### src/rtl/sar_seq.sv
module sar_seq #(
  parameter int DIV_W = 6,
  parameter int STEPS = 11
) (
  input  logic       clk,
  input  logic       rst_n,
  input  logic       cfg_wr,
  input  logic [2:0] sel_in,
  input  logic       rjust_in,
  input  logic       go_set,
  input  logic       go_clr,
  input  logic       flag_clr,
  input  logic       rc_clk,
  input  logic       cmp_in,
  output logic       sample_on,
  output logic [9:0] trial_code,
  output logic       go,
  output logic       done_flag,
  output logic [7:0] res_hi,
  output logic [7:0] res_lo
);
  localparam int CNT_W = $clog2(STEPS + 1);
  localparam logic [CNT_W-1:0] LAST = CNT_W'(STEPS);

  logic [2:0] sel_q;
  logic       rjust_q;
  logic [DIV_W-1:0] div_cnt, div_mask;
  logic [2:0] rc_sh;
  logic [2:0] shamt;
  logic       tick, fin;
  logic [CNT_W-1:0] cnt;
  logic [9:0] mask, code_dec;

  always_ff @(posedge clk or negedge rst_n)
    if (!rst_n) begin
      sel_q <= '0; rjust_q <= 1'b0;
    end else if (cfg_wr && !go) begin
      sel_q <= sel_in; rjust_q <= rjust_in;
    end

  always_ff @(posedge clk or negedge rst_n)
    if (!rst_n) begin
      div_cnt <= '0; rc_sh <= '0;
    end else begin
      div_cnt <= div_cnt + 1'b1;
      rc_sh   <= {rc_sh[1:0], rc_clk};
    end

  assign shamt    = {sel_q[1:0], sel_q[2]} + 3'd1;
  assign div_mask = ~({DIV_W{1'b1}} << shamt);
  assign tick     = (&sel_q[1:0]) ? (rc_sh[1] & ~rc_sh[2]) : (&(div_cnt | ~div_mask));
  assign code_dec = cmp_in ? trial_code : (trial_code & ~mask);
  assign fin      = go && !go_clr && tick && cnt == LAST;
  assign sample_on = !go;

  always_ff @(posedge clk or negedge rst_n)
    if (!rst_n) begin
      go <= 1'b0; cnt <= '0; trial_code <= '0; mask <= '0;
      res_hi <= '0; res_lo <= '0;
    end else if (go && go_clr) begin
      go <= 1'b0; cnt <= '0; trial_code <= '0; mask <= '0;
    end else if (!go) begin
      if (go_set && !go_clr) begin
        go <= 1'b1; cnt <= '0;
      end
    end else if (tick) begin
      if (cnt == '0) cnt <= CNT_W'(1);
      else if (cnt == CNT_W'(1)) begin
        cnt <= CNT_W'(2); mask <= 10'h200; trial_code <= 10'h200;
      end else if (cnt == LAST) begin
        go <= 1'b0; cnt <= '0; trial_code <= '0; mask <= '0;
        if (rjust_q) begin
          res_hi <= {6'd0, code_dec[9:8]}; res_lo <= code_dec[7:0];
        end else begin
          res_hi <= code_dec[9:2]; res_lo <= {code_dec[1:0], 6'd0};
        end
      end else begin
        cnt <= cnt + 1'b1;
        mask <= mask >> 1;
        trial_code <= code_dec | (mask >> 1);
      end
    end

  always_ff @(posedge clk or negedge rst_n)
    if (!rst_n) done_flag <= 1'b0;
    else if (fin) done_flag <= 1'b1;
    else if (flag_clr) done_flag <= 1'b0;

  assert_flag_sticky_R9: assert property (@(posedge clk) disable iff (!rst_n)
    $past(done_flag) && !$past(flag_clr) |-> done_flag);
  assert_end_order_R6: assert property (@(posedge clk) disable iff (!rst_n)
    $rose(done_flag) |-> !go && sample_on && $past(go));
  assert_cfg_hold_R10: assert property (@(posedge clk) disable iff (!rst_n)
    $past(go) && go |-> $stable(sel_q) && $stable(rjust_q));
  assert_abort_keep_R8: assert property (@(posedge clk) disable iff (!rst_n)
    go && go_clr |=> $stable(res_hi) && $stable(res_lo) && !go);
  assert_onehot_trial_R4: assert property (@(posedge clk) disable iff (!rst_n)
    $onehot0(mask));
  assert_step_bound_R3: assert property (@(posedge clk) disable iff (!rst_n)
    cnt <= LAST);
endmodule

### config.mk
export PLATFORM = sky130hd
export DESIGN_NAME = sar_seq
export DESIGN_NICKNAME = d
export VERILOG_FILES = /design/src/rtl/sar_seq.sv
export SDC_FILE = /design/constraint.sdc
export NUM_CORES = 1
export LEC_CHECK = 0
export ABC_AREA = 1
export BUFFER_PORTS_ARGS = -buffer_cell sky130_fd_sc_hd__buf_2
export CAP_MARGIN = 20
export CORE_MARGIN = 2
export CORE_UTILIZATION = 24
export CTS_CLUSTER_SIZE = 14
export DETAILED_ROUTE_END_ITERATION = 8
export GPL_ROUTABILITY_DRIVEN = 1
export SLEW_MARGIN = 25
export SYNTH_ARGS = -nofsm -noshare
export SYNTH_HDL_FRONTEND = slang
export SYNTH_SLANG_ARGS = --single-unit
export TNS_END_PERCENT = 20
### constraint.sdc
create_clock -name clk -period 1.7 [get_ports clk]
set_input_delay 0.085 -clock clk [delete_from_list [all_inputs] [get_ports clk]]
set_output_delay 0.085 -clock clk [all_outputs]
set_load 0.02 [all_outputs]
==> impl_metrics.env <==
export IMPL_globalplace_congestion=0.799
export IMPL_syn_to_final_growth_pct=28.1
export IMPL_final_area_mm2=0.00366
export IMPL_crit_top_cell="nand2_4"
export IMPL_cts_sinks=55
export IMPL_vias=2381
export IMPL_synth_common_cells="nand2_1, dfrtp_1, inv_1"
export IMPL_cts_tree="yes"
export IMPL_die_w_um=113
export IMPL_path_clk_slew_ns=0.07
export IMPL_syn_avg_cell_area_um2=8.60
export IMPL_synth_top_family_by_area="simple AND/OR/NAND/NOR gates"
export IMPL_cts_buffer_depth=2
export IMPL_hpwl_um=4870
export IMPL_slew_headroom_pct=65.7
export IMPL_yosysWarnings=0
export IMPL_max_vdd_ir_drop_v=0.000415
export IMPL_switching_share_pct=36.2
export IMPL_ys_top_cells_by_area="dfrtp_1, nand2_1, nand3_1"
export IMPL_pwr_share_clk_pct=25.7
export IMPL_synth_edff_count=0
export IMPL_worstRegToRegCells=10
export IMPL_required_ns=1.87
export IMPL_numCtsBuffers=5
export IMPL_period_share_pct=100
export IMPL_hold_class="input port to flop"
export IMPL_final_nets=407
export IMPL_drive_above_1_share_pct=31.4
export IMPL_slew_violations=0
export IMPL_syn_nets=352
export IMPL_synth_mux_area_share_pct=0.789
export IMPL_synth_compound_area_share_pct=8.37
export IMPL_failed_checks="DRC, setup timing"
export IMPL_dr_first_iter_drc_count=166
export IMPL_r2r_start="sel_q[2]"
export IMPL_port_buffer_count=40
export IMPL_yosysMostFrequentCell="nand2_1"
export IMPL_crit_path_end_kind="flop"
export IMPL_max_stage_delay_ns=0.35
export IMPL_crit_type="flop to flop"
export IMPL_p_switching_uw=1390
export IMPL_cp_startpoint="sel_q[2]"
export IMPL_post_route_drc_count=6
export IMPL_cp_top_family="adder cells"
export IMPL_cts_htree_levels=2
export IMPL_post_route_util_pct=31.8
export IMPL_ys_ff_latch=55
export IMPL_cp_num_buf_inv=2
export IMPL_crit_slowest_cell="dfrtp_1"
export IMPL_grt_pass1_vias=2318
export IMPL_boundaryPins=41
export IMPL_crit_cells=10
export IMPL_crit_path_start_kind="flop"
export IMPL_diodes=0
export IMPL_arrival_ns=1.88
export IMPL_cp_cell_sequence="ha_2 -> inv_2 -> ha_4 -> o21bai_4 -> nand3_2 -> nand2_4 -> nand2_8 -> buf_12 -> nand2_4 -> o21ai_2"
export IMPL_synthArstFlopShare_pct=100
export IMPL_cts_root_buf="clkbuf_16"
export IMPL_status="finished, violations left"
export IMPL_grt_start_max_net_pins=36
export IMPL_post_dp_cell_area_mm2=0.00330
export IMPL_internal_power_uw=2450
export IMPL_ys_seq_area_share_pct=48.2
export IMPL_synthFlopType="dfrtp_1"
export IMPL_overflow=0
export IMPL_maxCapViolCount=0
export IMPL_endpoint="res_lo[6]"
export IMPL_clk_latency_ns=0.29
export IMPL_synth_top_area_share_pct=48.2
export IMPL_worstPathMaxFanout=12
export IMPL_setup_slack_ns=-0.00450
export IMPL_rows=39
export IMPL_antenna_found_initial=0
export IMPL_wire_per_inst_um=12.8
export IMPL_synth_simple_area_share_pct=30.4
export IMPL_syn_area_mm2=0.00286
export IMPL_worstMarginPinSlew_ns=0.515
export IMPL_drt_first_pass_iters=7
export IMPL_numPlacedInstances=516
export IMPL_fin_skew_ns=0.0105
export IMPL_grt_pass1_wl_um=11200
export IMPL_die_h_um=113
export IMPL_power_frac_comb_pct=36.0
export IMPL_ant_nets=0
export IMPL_pre_cts_ws_ns=-0.0515
export IMPL_p_leak_uw=0.00188
export IMPL_power_frac_seq_pct=38.3
export IMPL_syn_inst=332
export IMPL_layout_min_cycle_time_ns=1.70
export IMPL_track_usage_pct=10.8
export IMPL_setup_viol=6
export IMPL_die_area_mm2=0.0128
export IMPL_p_per_area_mw_per_mm2=1050
export IMPL_drt_total_wl_um=6770
export IMPL_vias_per_cell=4.48
export IMPL_yosys_area_top_type="dfrtp_1"
export IMPL_timing_reg2reg_setup_slack_ns=-0.004
export IMPL_rsz0062_at_grt="yes"
export IMPL_synth_fa_ha_area_share_pct=3.51
export IMPL_final_cells=531
export IMPL_fmax_mhz=587
export IMPL_synth_xor_area_share_pct=1.53
export IMPL_fp_coreArea_mm2=0.0115
export IMPL_hold_violations=0
export IMPL_ys_types=29
export IMPL_r2r_end="res_lo[6]"
export IMPL_start_util_pct=24.8
==> sequential cells by signal, summed over array words and instances (netlist names), 3 cells and up <==
name and flops:
res_hi 8, div_cnt 6, res_lo 8, rc_sh 3, cnt 4, mask 10, sel_q 3, trial_code 10
==> worst register-to-register path, delay by kind of cell (launching register included) <==
| family | cells | cell delay [ns] |
|---|---|---|
| compound gates | 2 | 0.16 |
| flops | 1 | 0.35 |
| fa+ha+maj | 2 | 0.46 |
| simple gates | 4 | 0.42 |
| buf+inv | 2 | 0.23 |
==> area by class of cell <==
cell class                      count  area, um^2
Timing Repair Buffer               60         462
Multi-Input combinational cell    235        1390
Clock buffer                        6         129
Clock inverter                      2        12.5
Sequential cell                    55        1380
Fill cell                        1211        7860
Inverter                           30         113
Tap cell                          143         179
==> power by group through the flow <==
stage                     Combinational, uW  Sequential, uW  Clock, uW
final                                  1380            1470        989
after global routing                   1530            1480       1080
after CTS                              1330            1470       1040
after detailed placement               1190            1490          0
after global placement                 1160            1490          0
after floorplan                         831            1500          0
==> metal layers <==
layer	wire length [um]	GRT usage [%]
met5	0	0
met4	26	2.60
met3	331	3.05
met2	3230	17.7
met1	3180	14.1
==> how the worst min path moves through the flow <==
| stage | cells after the start | end | slack (ns) | start |
|---|---|---|---|---|
| 6_report | 2 | sel_q[1] | 0.03 | sel_in[1] |
| 5_1_grt | 2 | sel_q[0] | 0.02 | sel_in[0] |
| 4_1_cts | 2 | sel_q[1] | 0.03 | sel_in[1] |
| 3_5_place_dp | 1 | done_flag | 0.09 | rst_n |
| 3_3_place_gp | 1 | done_flag | 0.09 | rst_n |
| 2_1_floorplan | 0 | cnt[0] | -0.21 | rst_n |
==> kinds of logic (layout without fill, tap and decap cells) <==
family	Yosys count	count (layout)
multiplexers	2	2
adder cells (fa/ha/maj)	8	8
flip-flops	55	55
AND/OR/NAND/NOR	187	187
XOR/XNOR	5	5
AO/OA/AOI/OAI	33	33
buffers and inverters	42	98
==> what timing repair did <==
action	4_1_cts	5_1_grt
endpoints found under the setup margin	40	41
gates cloned	1	1
resized for setup	16	14
hold buffers	3	0
hold endpoints to repair	22	0
setup buffers	1	1
pin swaps	4	5
==> cells in the final DEF, fill, tap and decap left out, drive strengths merged <==
cell	n
dfrtp	55
a21boi	3
mux2	2
or2	3
xnor2	1
clkinv	1
nand2	110
o21ai	26
a21oi	3
ha	8
buf	56
clkinvlp	1
nand4	22
inv	30
nor3	3
o21bai	1
dlygate4sd3	3
xor2	4
clkbuf	7
nand3	30
nor2	19
==> through the flow <==
step	hold WS [ns]	total power, uW	TNS (ns)
floorplan	-0.211	2330	0
global placement	0.0889	2650	0
detailed placement	0.0920	2680	-0.560
CTS	0.0272	3830	-0.0447
global route	0.0243	4090	-3.45
finish	0.0331	3840	-0.0184
Note: power is estimated with default switching activity, not from simulation.
